**src/rtl/pbb_pkg.sv**
```systemverilog
package pbb_pkg;
  localparam int ADDR_W = 32;
  localparam int DATA_W = 32;
  localparam int HALF_W = DATA_W / 2;
  localparam int HALF_BYTES = HALF_W / 8;

  typedef enum logic [1:0] {
    ST_IDLE  = 2'd0,
    ST_SETUP = 2'd1,
    ST_BEAT  = 2'd2,
    ST_ACK   = 2'd3
  } st_e;

  // address of a beat: second half-word sits one half-word above the base
  function automatic logic [ADDR_W-1:0] beat_addr(input logic [ADDR_W-1:0] base,
                                                  input logic second);
    beat_addr = second ? base + ADDR_W'(HALF_BYTES) : base;
  endfunction

  // lane placement of write data for the current beat
  function automatic logic [DATA_W-1:0] beat_wdata(input logic [DATA_W-1:0] word,
                                                   input logic split,
                                                   input logic second);
    if (!split)
      beat_wdata = word;
    else if (!second)
      beat_wdata = {{HALF_W{1'b0}}, word[DATA_W-1:HALF_W]};
    else
      beat_wdata = {{HALF_W{1'b0}}, word[HALF_W-1:0]};
  endfunction

  // merged read word: held upper half and freshly read lower half
  function automatic logic [DATA_W-1:0] merge_halves(input logic [HALF_W-1:0] upper,
                                                     input logic [DATA_W-1:0] rd);
    merge_halves = {upper, rd[HALF_W-1:0]};
  endfunction
endpackage

```
**src/rtl/pbb_clk_en_gen.sv**
```systemverilog
module pbb_clk_en_gen (
  input  logic clk,
  input  logic rst_n,
  input  logic run,
  input  logic half_speed,
  output logic tick
);
  logic ph_q;

  always_ff @(posedge clk) begin
    if (!rst_n)    ph_q <= 1'b0;
    else if (!run) ph_q <= 1'b0;
    else           ph_q <= ~ph_q;
  end

  assign tick = run & (half_speed ? ph_q : 1'b1);
endmodule

```
**src/rtl/pbb_ctrl.sv**
```systemverilog
module pbb_ctrl
  import pbb_pkg::*;
(
  input  logic clk,
  input  logic rst_n,
  input  logic half_speed,
  input  logic start,
  input  logic port16,
  output logic idle,
  output logic busy,
  output logic run,
  output logic phase,
  output logic tick,
  output logic addr_end,
  output logic data_end,
  output logic second,
  output logic split,
  output logic ack
);
  st_e  st_q;
  logic phase_q, second_q, split_q;
  logic last;

  pbb_clk_en_gen u_cen (
    .clk        (clk),
    .rst_n      (rst_n),
    .run        (run),
    .half_speed (half_speed),
    .tick       (tick)
  );

  assign idle     = (st_q == ST_IDLE);
  assign busy     = ~idle;
  assign run      = (st_q == ST_BEAT);
  assign ack      = (st_q == ST_ACK);
  assign phase    = phase_q;
  assign second   = second_q;
  assign split    = split_q;
  assign addr_end = tick & ~phase_q;
  assign data_end = tick & phase_q;
  assign last     = data_end & (second_q | ~split_q);

  always_ff @(posedge clk) begin
    if (!rst_n) begin
      st_q     <= ST_IDLE;
      phase_q  <= 1'b0;
      second_q <= 1'b0;
      split_q  <= 1'b0;
    end else begin
      unique case (st_q)
        ST_IDLE:  if (start) st_q <= ST_SETUP;
        ST_SETUP: begin
          st_q     <= ST_BEAT;
          phase_q  <= 1'b0;
          second_q <= 1'b0;
          split_q  <= 1'b0;
        end
        ST_BEAT: begin
          if (addr_end) begin
            phase_q <= 1'b1;
            if (!second_q) split_q <= port16;
          end
          if (data_end) begin
            phase_q <= 1'b0;
            if (last) st_q <= ST_ACK;
            else      second_q <= 1'b1;
          end
        end
        ST_ACK: begin
          st_q     <= ST_IDLE;
          second_q <= 1'b0;
        end
        default: st_q <= ST_IDLE;
      endcase
    end
  end
endmodule

```
**src/rtl/pbb_irq_sync.sv**
```systemverilog
module pbb_irq_sync #(
  parameter int NIRQ = 8
) (
  input  logic            clk,
  input  logic            rst_n,
  input  logic [NIRQ-1:0] irq_in,
  output logic [NIRQ-1:0] stage1,
  output logic [NIRQ-1:0] irq_out
);
  for (genvar i = 0; i < NIRQ; i++) begin : g_line
    always_ff @(posedge clk) begin
      if (!rst_n) begin
        stage1[i]  <= 1'b0;
        irq_out[i] <= 1'b0;
      end else begin
        stage1[i]  <= irq_in[i];
        irq_out[i] <= stage1[i];
      end
    end
  end
endmodule

```
**src/rtl/pbus_bridge.sv**
```systemverilog
module pbus_bridge
  import pbb_pkg::*;
#(
  parameter int NIRQ = 8
) (
  input  logic              clk,
  input  logic              rst_n,
  input  logic              half_speed,
  input  logic              xfer_start,
  input  logic              xfer_write,
  input  logic [ADDR_W-1:0] xfer_addr,
  input  logic [DATA_W-1:0] xfer_wdata,
  output logic              xfer_ack,
  output logic [DATA_W-1:0] xfer_rdata,
  output logic              p_sel,
  output logic              p_data_ph,
  output logic              p_clk_en,
  output logic              p_write,
  output logic [ADDR_W-1:0] p_addr,
  output logic [DATA_W-1:0] p_wdata,
  input  logic [DATA_W-1:0] p_rdata,
  input  logic              p_port16,
  input  logic [NIRQ-1:0]   irq_in,
  output logic [NIRQ-1:0]   irq_out
);
  // named internal events, visible to the bound checker
  logic idle, busy, run, phase, addr_end, data_end, second, split, accept;
  logic [NIRQ-1:0] irq_stage1;

  logic [ADDR_W-1:0] addr_q;
  logic [DATA_W-1:0] wdata_q, rdata_q;
  logic [HALF_W-1:0] hold_q;
  logic              write_q;

  pbb_ctrl u_ctrl (
    .clk        (clk),
    .rst_n      (rst_n),
    .half_speed (half_speed),
    .start      (xfer_start),
    .port16     (p_port16),
    .idle       (idle),
    .busy       (busy),
    .run        (run),
    .phase      (phase),
    .tick       (p_clk_en),
    .addr_end   (addr_end),
    .data_end   (data_end),
    .second     (second),
    .split      (split),
    .ack        (xfer_ack)
  );

  assign accept = xfer_start & idle;

  always_ff @(posedge clk) begin
    if (!rst_n) begin
      addr_q  <= '0;
      wdata_q <= '0;
      write_q <= 1'b0;
    end else if (accept) begin
      addr_q  <= xfer_addr;
      wdata_q <= xfer_wdata;
      write_q <= xfer_write;
    end
  end

  always_ff @(posedge clk) begin
    if (!rst_n) begin
      hold_q  <= '0;
      rdata_q <= '0;
    end else if (data_end && !write_q) begin
      if (!split)       rdata_q <= p_rdata;
      else if (!second) hold_q  <= p_rdata[HALF_W-1:0];
      else              rdata_q <= merge_halves(hold_q, p_rdata);
    end
  end

  assign xfer_rdata = rdata_q;
  assign p_sel      = run;
  assign p_data_ph  = run & phase;
  assign p_write    = run & write_q;
  assign p_addr     = beat_addr(addr_q, second);
  assign p_wdata    = beat_wdata(wdata_q, split, second);

  pbb_irq_sync #(.NIRQ(NIRQ)) u_irq (
    .clk     (clk),
    .rst_n   (rst_n),
    .irq_in  (irq_in),
    .stage1  (irq_stage1),
    .irq_out (irq_out)
  );
endmodule

```
**config.mk**
```make
export PLATFORM = sky130hd
export DESIGN_NAME = pbus_bridge
export DESIGN_NICKNAME = d
export VERILOG_FILES = /design/src/rtl/pbb_pkg.sv /design/src/rtl/pbb_clk_en_gen.sv /design/src/rtl/pbb_ctrl.sv /design/src/rtl/pbb_irq_sync.sv /design/src/rtl/pbus_bridge.sv
export SDC_FILE = /design/constraint.sdc
export NUM_CORES = 1
export LEC_CHECK = 0
export ABC_AREA = 1
export BUFFER_PORTS_ARGS = -buffer_cell sky130_fd_sc_hd__buf_2
export CAP_MARGIN = 20
export CORE_MARGIN = 2
export CORE_UTILIZATION = 27
export CTS_CLUSTER_SIZE = 40
export DETAILED_ROUTE_END_ITERATION = 8
export PLACE_DENSITY_LB_ADDON = 0.12
export REMOVE_ABC_BUFFERS = 1
export SLEW_MARGIN = 20
export SYNTH_ARGS = -nofsm -noshare
export SYNTH_HDL_FRONTEND = slang
export SYNTH_SLANG_ARGS = --single-unit
```
**constraint.sdc**
```tcl
create_clock -name clk -period 2.9 [get_ports clk]
set_input_delay 0.58 -clock clk [delete_from_list [all_inputs] [get_ports clk]]
set_output_delay 0.58 -clock clk [all_outputs]
set_load 0.02 [all_outputs]
```
==> results of run 1 <==
## flip-flops by register name, summed over array words and instances, names as in the netlist
name and count:
wdata_q 32, xfer_rdata 32, write_q 1, u_irq.irq_out 8, addr_q 32, u_irq.stage1 8
u_ctrl.phase 1, u_ctrl.second 1, u_ctrl.u_cen.ph_q 1, hold_q 16, u_ctrl.split 1, u_ctrl.st_q 2
## logic make-up after synthesis
kind of cell,count (synthesis),share of synthesized area
adders and majority gates,6,0.0124
muxes,16,0.0265
xor gates and xnor gates,18,0.0261
and+or+nand+nor,361,0.251
DFF,135,0.447
AOI/OAI and AO/OA,179,0.150
buffers and inverters,123,0.0863
## through the flow
stage          power, uW  utilization  std cells  setup TNS, ns
2_1_floorplan       3600            -        792          -5.93
3_3_place_gp        4360        0.335       1298              0
3_5_place_dp        4360        0.335       1298              0
4_1_cts             6570        0.362       1330              0
5_1_grt             6910        0.363       1331              0
6_report            6460        0.363       1331              0
## worst max-delay path, cell delays in order, from the launching register on
cell and delay (ns):
dfxtp_1 0.41, ha_1 0.24, nand3_1 0.11, nor2_1 0.20, nand2_1 0.15, nor2_2 0.19, nand2_1 0.09, xnor2_1 0.16
buf_2 0.19
## synthesized netlist by cell type
master / count
nor2_1: 160
dfxtp_1: 135
nand2_1: 133
o21ai_0: 112
inv_1: 72
a21oi_1: 61
nand3_1: 35
clkbuf_1: 25
mux2i_1: 16
nand4_1: 14
buf_2: 12
xor2_1: 12
ha_1: 6
xnor2_1: 6
buf_4: 4
nand3b_1: 4
nor2_2: 4
nor2_4: 4
nor3_1: 4
buf_1: 2
buf_6: 2
inv_2: 2
o21ai_1: 2
o21ai_2: 2
a21boi_0: 1
buf_8: 1
clkinv_1: 1
clkinv_2: 1
inv_4: 1
nand2_2: 1
nand2_4: 1
nand3_4: 1
o21bai_1: 1
## layer usage
metal,up-vias,track usage
met3,19,0.0612
li1,3098,-
met1,2733,0.211
met2,189,0.271
met4,2,0.0494
met5,-,0
## layout make-up
cell class,count,area (um^2)
Fill cell,2427,14000
Multi-Input combinational cell,580,2830
Sequential cell,135,2710
Timing Repair Buffer,226,1170
Clock buffer,18,439
Tap cell,280,350
Inverter,77,293
Clock inverter,14,156
Antenna cell,1,2.50
## worst paths after layout
check / from / end / slack [ns] / depth (start not counted)
worst min register to register: u_irq.stage1[2]$_SDFF_PN0_ / u_irq.irq_out[2]$_SDFF_PN0_ / 0.41 / 2
worst max-delay path: addr_q[1]$_SDFFE_PN0P_ / p_addr[15] / 0.17 / 8
worst min-delay path: irq_in[5] / u_irq.stage1[5]$_SDFF_PN0_ / 0.33 / 3
worst max register to register: u_ctrl.st_q[0]$_SDFFE_PN0P_ / xfer_rdata[0]$_SDFFE_PN0P_ / 0.87 / 9
## report_power, final
| group | switching (uW) | internal [uW] |
|---|---|---|
| logic | 1260 | 617 |
| clock network | 993 | 1180 |
| registers | 256 | 2160 |
| total | 2510 | 3950 |
## what timing repair did
action	in CTS	in global routing
hold endpoints to repair	0	0
gates resized for setup	0	1
setup endpoints to repair	0	1
==> results.txt, run 1 <==
type of origin of the critical path = register
routability cong. = 0.869
WL met2 = 8900 um
period utilization = 0.943
Fmax achieved = 366 MHz
Avg Cell Area, Syn = 7.21 um^2
DRC errors left = 0
antenna-violating nets left = 0
Mapped Area = 6040 um^2
Clock Path Buffers = 2
Min Clock Period, post-route = 2.73 ns
Iteration-0 DRC Markers = 304
# rows = 54
VDD IR-drop max = 0.359 mV
Slew Limit Fails = 0
Cell Area, Placed = 7340 um^2
Worst EP arrival = 2.15 ns
CTS tree = yes
Max Cap Viol = 0
die footprint = 23600 um^2
slew margin rel. = 0.544
vias after detailed routing = 6041
H-tree levels = 4
CP required = 2.32 ns
CP max FO = 5
CP Capture Type = output pin
crit path kind = reg2out
die width = 154 um
# IOs = 219
number of antenna violations at the first check in global routing = 2
clock root buffer = clkbuf_16
CTS clock-pin slew for the worst setup and hold paths = 0.07 ns
Num CTS Buffers = 17
share of cells above drive strength 1 = 0.265
PD cells = 814 nW/um^2
PnR worst setup slack = 0.166 ns
design area = 7940 um^2
largest net degree at the start of global routing = 38
Total GRT Usage = 0.168
most common cell after layout, fill and taps aside = buf_2
area delta synth->final = 31.4%
Hold Fails Final Rpt = 0
Synth top area share = 0.447
clock latency on the worst-skew pair = 0.43 ns
status = completed
post-place setup slack = 0.633 ns
global-route wire length before repair = 31600 um
port bufs = 218
Die Span Y = 154 um
Pleak = 0.00381 uW
Mapped Cells = 838
top cells by area, synth = dfxtp_1 (45%), nor2_1 (9.9%), o21ai_0 (9.3%)
commonest non-fill, non-tap cells in the layout = buf_2 (217), nor2_1 (160), dfxtp_1 (133)
unrepaired setup endpoints after global routing = false
initial core utilization = 0.276
# setup viols final = 0
post-synth cell types = 33
DR WL met3 = 1650 um
Pre-Repair DR Iteration Count = 4
final WL = 19700 um
wire per inst = 14.8 um
Warnings, synthesis = 0
Detail Placement HPWL = 14000 um
Top Metal Used = met5
Yosys top cell by area = dfxtp_1
Core Region = 21900 um^2
hold buffer count at cts = 0
Slew @ Worst Pin = 0.681 ns
sequential share of the synthesized area = 0.447
met1 WL = 8890 um
setup skew after layout = 0.0178 ns
grt ovf = 0
Hold WC Path Type = in2reg
Layout Nets = 1153
CTS Sinks = 135
Fin Hold WS = 0.334 ns
vias in the first global route = 5892
setup bufs post-CTS = 0
flops & latches, synth = 135
via/cell ratio = 4.54
No activity file was read; power rests on OpenSTA's default activity.
==> inputs of run 2 (changes only) <==
--- a/config.mk
+++ b/config.mk
@@ -7,13 +7,11 @@
 export LEC_CHECK = 0
 export ABC_AREA = 1
 export BUFFER_PORTS_ARGS = -buffer_cell sky130_fd_sc_hd__buf_2
-export CAP_MARGIN = 20
 export CORE_MARGIN = 2
 export CORE_UTILIZATION = 27
 export CTS_CLUSTER_SIZE = 40
 export DETAILED_ROUTE_END_ITERATION = 8
 export PLACE_DENSITY_LB_ADDON = 0.12
-export REMOVE_ABC_BUFFERS = 1
 export SLEW_MARGIN = 20
 export SYNTH_ARGS = -nofsm -noshare
 export SYNTH_HDL_FRONTEND = slang
==> run 2 against run 1 <==
Cell area decreased by 0.22%. Critical path depth shrank 1. Flip-flop and latch count did not move. Sequential share of layout area rose by 0.060 points. Sequential power hardly changed. Die area unchanged. Global-route usage fell by 1.0 points. Combinational power about the same. First-iteration DRC count fell by 8.6%. Clock power down 3%. Largest cell class unchanged.
==> results.txt, run 2 (same netlist as run 1, synthesis figures left out) <==
CP Capture Type = output pin (unchanged)
CTS tree = yes (unchanged)
Total GRT Usage = 0.158 (was 0.168)
Iteration-0 DRC Markers = 278 (was 304)
CP delay by family, top = simple AND/OR/NAND/NOR gates (unchanged)
Core Util, Final = 0.362 (was 0.363)
crit path kind = reg2out (unchanged)
footprint of the multi-input gates = 2830 um^2 (unchanged)
# IOs = 219 (unchanged)
vias after detailed routing = 5897 (was 6041)
area delta synth->final = 31.1% (was 31.4%)
setup skew after layout = 0.00930 ns (was 0.0178 ns)
CTS clock-pin slew for the worst setup and hold paths = 0.06 ns (was 0.07 ns)
Int Power = 4010 uW (was 3950 uW)
Hold Fails Final Rpt = 0 (unchanged)
R2R cell count = 9 (unchanged)
Worst EP arrival = 2.08 ns (was 2.15 ns)
Max Cap Viol = 0 (unchanged)
Fmax achieved = 377 MHz (was 366 MHz)
Core Region = 21900 um^2 (unchanged)
reg-to-reg startpoint = u_ctrl.st_q[0]$_SDFFE_PN0P_ (unchanged)
reg2reg setup slack = 0.90 ns (was 0.87 ns)
design area = 7920 um^2 (was 7940 um^2)
clock latency on the worst-skew pair = 0.42 ns (was 0.43 ns)
Detail Placement HPWL = 13300 um (was 14000 um)
slew margin rel. = 0.584 (was 0.544)
Cell Area, Placed = 7340 um^2 (about the same)
WP buf/inv = 1 (unchanged)
Clock Path Buffers = 2 (unchanged)
clock root buffer = clkbuf_16 (unchanged)
type of origin of the critical path = register (unchanged)
via/cell ratio = 4.43 (was 4.54)
most common cell after layout, fill and taps aside = buf_2 (unchanged)
Layout Nets = 1151 (was 1153)
wire per inst = 14.2 um (was 14.8 um)
post-synthesis net count = 954
PnR worst setup slack = 0.245 ns (was 0.166 ns)
period utilization = 0.916 (was 0.943)
number of antenna violations at the first check in global routing = 7 (was 2)
Die Span Y = 154 um (unchanged)
CP required = 2.32 ns (about the same)
setup TNS = 0 ns (unchanged)
initial core utilization = 0.276 (unchanged)
Clk pwr share = 0.329 (was 0.336)
port bufs = 218 (unchanged)
Reg power frac = 0.377 (was 0.374)
share of cells above drive strength 1 = 0.260 (was 0.265)
DRC errors left = 0 (unchanged)
CP max stage cell = dfxtp_1 (unchanged)
Slew @ Worst Pin = 0.620 ns (was 0.681 ns)
die footprint = 23600 um^2 (unchanged)
Layout fillers = 2391 (was 2427)
Switch Pwr = 2370 uW (was 2510 uW)
unrepaired setup endpoints after global routing = false (unchanged)
Num CTS Buffers = 17 (unchanged)
Slew Limit Fails = 0 (unchanged)
largest net degree at the start of global routing = 93 (was 38)
# rows = 54 (unchanged)
fin cells = 1331 (unchanged)
H-tree levels = 4 (unchanged)
antenna-violating nets left = 0 (unchanged)
Min Clock Period, post-route = 2.66 ns (was 2.73 ns)
Hold Path End = u_irq.stage1[6]$_SDFF_PN0_ (was u_irq.stage1[5]$_SDFF_PN0_)
VDD IR-drop max = 0.391 mV (was 0.359 mV)
routability cong. = 0.806 (was 0.869)
grt ovf = 0 (unchanged)
combinational share of power = 0.293 (was 0.290)
global-route wire length before repair = 29900 um (was 31600 um)
CTS Sinks = 135 (unchanged)
crit-path max cell delay = 0.41 ns (about the same)
Crit Reg-Reg Endpoint = hold_q[6]$_SDFFE_PN0P_ (was xfer_rdata[0]$_SDFFE_PN0P_)
Register Area = 2700 um^2 (was 2710 um^2)
CP max FO = 5 (unchanged)
final WL = 19000 um (was 19700 um)
post-place setup slack = 0.636 ns (was 0.633 ns)
placed cell count = 1296 (was 1298)
Hold Crit Start = irq_in[6] (was irq_in[5])
Pleak = 0.00380 uW (was 0.00381 uW)
die width = 154 um (unchanged)
Sw Share = 0.371 (was 0.388)
# setup viols final = 0 (unchanged)
status = completed (unchanged)
hold path depth = 3 (unchanged)
Pre-Repair DR Iteration Count = 5 (was 4)
PD cells = 805 nW/um^2 (was 814 nW/um^2)
Hold WC Path Type = in2reg (unchanged)
commonest non-fill, non-tap cells in the layout = buf_2 (217), nor2_1 (160), dfxtp_1 (134) (was buf_2 (217), nor2_1 (160), dfxtp_1 (133))
CP Cell Sequence = nand2_1 -> nor2_1 -> nand2_1 -> nor2_1 -> nand2_1 -> xnor2_1 -> buf_2 (was ha_1 -> nand3_1 -> nor2_1 -> nand2_1 -> nor2_2 -> nand2_1 -> xnor2_1 -> buf_2)
vias in the first global route = 5577 (was 5892)
most frequent CP cell = nand2_1 (unchanged)
[run 2: changes by cell type in the layout (fill, tap and decap cells not counted), moves of 2 or more]
cell,change
buf_12,+2
buf_4,-4
clkbuf_1,+2
clkinv_2,+2
clkinv_4,+2
clkinv_8,-3
diode_2,+2
inv_8,-5
[run 2: worst max path at each step]
stage | from | end | slack [ns] | depth (start not counted)
after global routing | addr_q[1]$_SDFFE_PN0P_ | p_addr[25] | 0.04 | 8
after detailed placement | addr_q[1]$_SDFFE_PN0P_ | p_addr[15] | 0.64 | 8
after CTS | addr_q[1]$_SDFFE_PN0P_ | p_addr[15] | 0.18 | 8
final | addr_q[14]$_SDFFE_PN0P_ | p_addr[23] | 0.24 | 7
after global placement | addr_q[1]$_SDFFE_PN0P_ | p_addr[15] | 0.67 | 8
after floorplan | addr_q[1]$_SDFFE_PN0P_ | p_addr[15] | 0.80 | 7
[run 2: per-stage QoR]
stage          power, uW  hold slack [ns]
2_1_floorplan       3670            0.390
3_3_place_gp        4350            0.392
3_5_place_dp        4350            0.399
4_1_cts             6480            0.318
5_1_grt             6800            0.324
6_report            6370            0.340
[run 2: area by class of cell]
class / count / share of cell area
multi-input combinational: 580 / 0.357
sequential: 135 / 0.341
timing repair buffer: 224 / 0.148
clock buffer: 20 / 0.0564
tap: 280 / 0.0442
inverter: 77 / 0.0370
clock inverter: 12 / 0.0148
antenna: 3 / 0.000948
[run 2: what timing repair did]
action                                  CTS  global route
endpoints found under the setup margin    0             2
hold buffers                              0             0
setup buffers                             0             0
gates resized for setup                   0             1
[run 2: worst register-to-register path, cell delays in order, from the launching register on]
cell      delay, ns
dfxtp_1        0.34
inv_1          0.11
ha_1           0.36
nand2_1        0.12
clkinv_2       0.09
nand2_1        0.09
inv_2          0.26
nand2_2        0.30
nand2_1        0.14
a21oi_1        0.07
[run 2: routing by layer]
| layer | GRT usage | wire, um | vias up |
|---|---|---|---|
| li1 | - | - | 3092 |
| met1 | 0.209 | 8870 | 2601 |
| met2 | 0.235 | 8130 | 174 |
| met3 | 0.0662 | 1710 | 22 |
| met4 | 0.0450 | 191 | 8 |
| met5 | 0 | 49 | - |
[run 2: power groups by stage]
stage	registers (uW)	clock network, uW	logic [uW]
floorplan	2380	0	1290
global placement	2450	0	1910
detailed placement	2450	0	1900
CTS	2410	2160	1910
global route	2450	2250	2100
finish	2410	2100	1870
==> inputs of run 3 (changes only) <==
==> constraint.sdc (replaced) <==
create_clock -name clk -period 2.65 [get_ports clk]
set_input_delay 0.53 -clock clk [delete_from_list [all_inputs] [get_ports clk]]
set_output_delay 0.53 -clock clk [all_outputs]
set_load 0.02 [all_outputs]
==> run 3 against run 2 <==
Non-clock buffer count rose by 2. Die area did not move. Sequential power rose by 9.5%. Cell count barely moved. Combinational power rose by 10%. Flip-flop and latch count did not move. Routed wire length fell by 0.84%. Hold slack got worse by 0.050 ns. Sequential share of layout area fell by 0.58 points. Total power rose by 15%. Largest power group unchanged. Highest routed layer unchanged.
==> results.txt, run 3 (same netlist as run 1, synthesis figures left out) <==
Num CTS Buffers = 17 (unchanged)
initial core utilization = 0.276 (unchanged)
Detail Placement HPWL = 13300 um (about the same)
Switch Pwr = 2590 uW (was 2370 uW)
port bufs = 218 (unchanged)
area delta synth->final = 33.5% (was 31.1%)
vias after detailed routing = 5925 (was 5897)
Clk pwr share = 0.359 (was 0.329)
# IOs = 219 (unchanged)
CP Capture Type = output pin (unchanged)
CP max FO = 5 (unchanged)
CP delay by family, top = simple AND/OR/NAND/NOR gates (unchanged)
Hold WC Path Type = in2reg (unchanged)
Final Power = 7330 uW (was 6370 uW)
# rows = 54 (unchanged)
crit-path max cell delay = 0.39 ns (was 0.41 ns)
setup skew after layout = 0.0117 ns (was 0.00930 ns)
CP Cell Sequence = ha_4 -> nand3_1 -> nor2_2 -> nand2_2 -> nor2_4 -> nand2_1 -> xnor2_1 -> buf_2 (was nand2_1 -> nor2_1 -> nand2_1 -> nor2_1 -> nand2_1 -> xnor2_1 -> buf_2)
most common cell after layout, fill and taps aside = buf_2 (unchanged)
Layout fillers = 2412 (was 2391)
Total GRT Usage = 0.158 (about the same)
share of cells above drive strength 1 = 0.273 (was 0.260)
Int Power = 4740 uW (was 4010 uW)
setup TNS = 0 ns (unchanged)
die width = 154 um (unchanged)
Clock Path Buffers = 2 (unchanged)
Min Clock Period, post-route = 2.46 ns
Cell Area, Placed = 7370 um^2 (was 7340 um^2)
Slew @ Worst Pin = 0.627 ns (was 0.620 ns)
vias in the first global route = 5678 (was 5577)
Iteration-0 DRC Markers = 273 (was 278)
CP required = 2.12 ns (was 2.32 ns)
grt ovf = 0 (unchanged)
Slew Limit Fails = 0 (unchanged)
slew margin rel. = 0.579 (was 0.584)
routability cong. = 0.827 (was 0.806)
crit path kind = reg2out (unchanged)
Die Span Y = 154 um (unchanged)
VDD IR-drop max = 0.395 mV (was 0.391 mV)
design area = 8070 um^2 (was 7920 um^2)
type of origin of the critical path = register (unchanged)
Layout Nets = 1153 (was 1151)
Register Area = 2710 um^2 (was 2700 um^2)
PD cells = 908 nW/um^2 (was 805 nW/um^2)
DRC errors left = 0 (unchanged)
commonest non-fill, non-tap cells in the layout = buf_2 (217), nor2_1 (156), nand2_1 (131), dfxtp_1 (131), o21ai_0 (112) (was buf_2 (217), nor2_1 (160), dfxtp_1 (134))
status = completed (unchanged)
via/cell ratio = 4.45 (was 4.43)
CTS tree = yes (unchanged)
clock latency on the worst-skew pair = 0.42 ns (about the same)
combinational share of power = 0.281 (was 0.293)
CTS Sinks = 135 (unchanged)
number of antenna violations at the first check in global routing = 3 (was 7)
hold buffer count at cts = 0 (unchanged)
Pre-Repair DR Iteration Count = 4 (was 5)
CTS clock-pin slew for the worst setup and hold paths = 0.06 ns (about the same)
Core Region = 21900 um^2 (unchanged)
unrepaired setup endpoints after global routing = false (unchanged)
die footprint = 23600 um^2 (unchanged)
H-tree levels = 4 (unchanged)
post-synthesis net count = 954 (unchanged)
Fmax achieved = 406 MHz
WP buf/inv = 1 (unchanged)
wire per inst = 14.1 um (was 14.2 um)
largest net degree at the start of global routing = 93 (unchanged)
Max Cap Viol = 0 (unchanged)
Worst EP arrival = 1.93 ns (was 2.08 ns)
Sw Share = 0.353 (was 0.371)
footprint of the multi-input gates = 2870 um^2 (was 2830 um^2)
Pleak = 0.00385 uW (was 0.00380 uW)
global-route wire length before repair = 30100 um (was 29900 um)
clock root buffer = clkbuf_16 (unchanged)
# setup viols final = 0 (unchanged)
Reg power frac = 0.361 (was 0.377)
final WL = 18800 um (was 19000 um)
antenna-violating nets left = 0 (unchanged)
CP max stage cell = dfxtp_2 (was dfxtp_1)
Hold Fails Final Rpt = 0 (unchanged)
period utilization = 0.929
[run 3: area by class of cell]
cell class | instances | area share
multi-input combinational | 580 | 0.355
sequential | 135 | 0.336
timing repair buffer | 226 | 0.149
clock buffer | 17 | 0.0527
tap | 280 | 0.0434
inverter | 77 | 0.0363
clock inverter | 14 | 0.0273
antenna | 1 | 0.000310
[run 3: repair_timing]
item,in CTS,in global routing
buffers inserted,0,0
pin swaps,0,2
setup endpoints to repair,1,17
resized for setup,1,13
[run 3: worst paths after layout]
| kind | endpoint | slack [ns] | depth (start not counted) | startpoint |
|---|---|---|---|---|
| hold / removal | u_irq.stage1[0]$_SDFF_PN0_ | 0.29 | 3 | irq_in[0] |
| hold reg to reg | u_irq.irq_out[4]$_SDFF_PN0_ | 0.41 | 2 | u_irq.stage1[4]$_SDFF_PN0_ |
| setup reg to reg | hold_q[13]$_SDFFE_PN0P_ | 0.67 | 9 | u_ctrl.st_q[0]$_SDFFE_PN0P_ |
| setup / recovery | p_addr[15] | 0.19 | 8 | addr_q[1]$_SDFFE_PN0P_ |
[run 3: per-layer routing]
| layer | GRT usage | up-vias | part of all wire |
|---|---|---|---|
| li1 | - | 3097 | - |
| met1 | 0.211 | 2642 | 0.49 |
| met2 | 0.236 | 164 | 0.42 |
| met3 | 0.0662 | 18 | 0.082 |
| met4 | 0.0419 | 4 | 0.011 |
| met5 | 0 | - | 0.0013 |
[run 3: worst min-delay path: cells and delay by family]
kind | cells | cell delay [ns]
buf+inv | 2 | 0.11
simple gates | 1 | 0.04
[run 3: through the flow]
| step | worst slack (ns) | util | hold WS [ns] | instances |
|---|---|---|---|---|
| after floorplan | 0.598 | - | 0.390 | 838 |
| after global placement | 0.486 | 0.337 | 0.392 | 1298 |
| after detailed placement | 0.427 | 0.337 | 0.397 | 1298 |
| after CTS | 0.000425 | 0.366 | 0.266 | 1329 |
| after global routing | 0.0210 | 0.368 | 0.281 | 1329 |
| final | 0.188 | 0.369 | 0.290 | 1330 |
[run 3: power by group through the flow]
stage | registers (uW) | clock network, uW | logic (uW)
after global placement | 2680 | 0 | 2080
after floorplan | 2610 | 0 | 1410
after global routing | 2690 | 2790 | 2310
final | 2640 | 2630 | 2060
after CTS | 2640 | 2700 | 2080
after detailed placement | 2680 | 0 | 2080
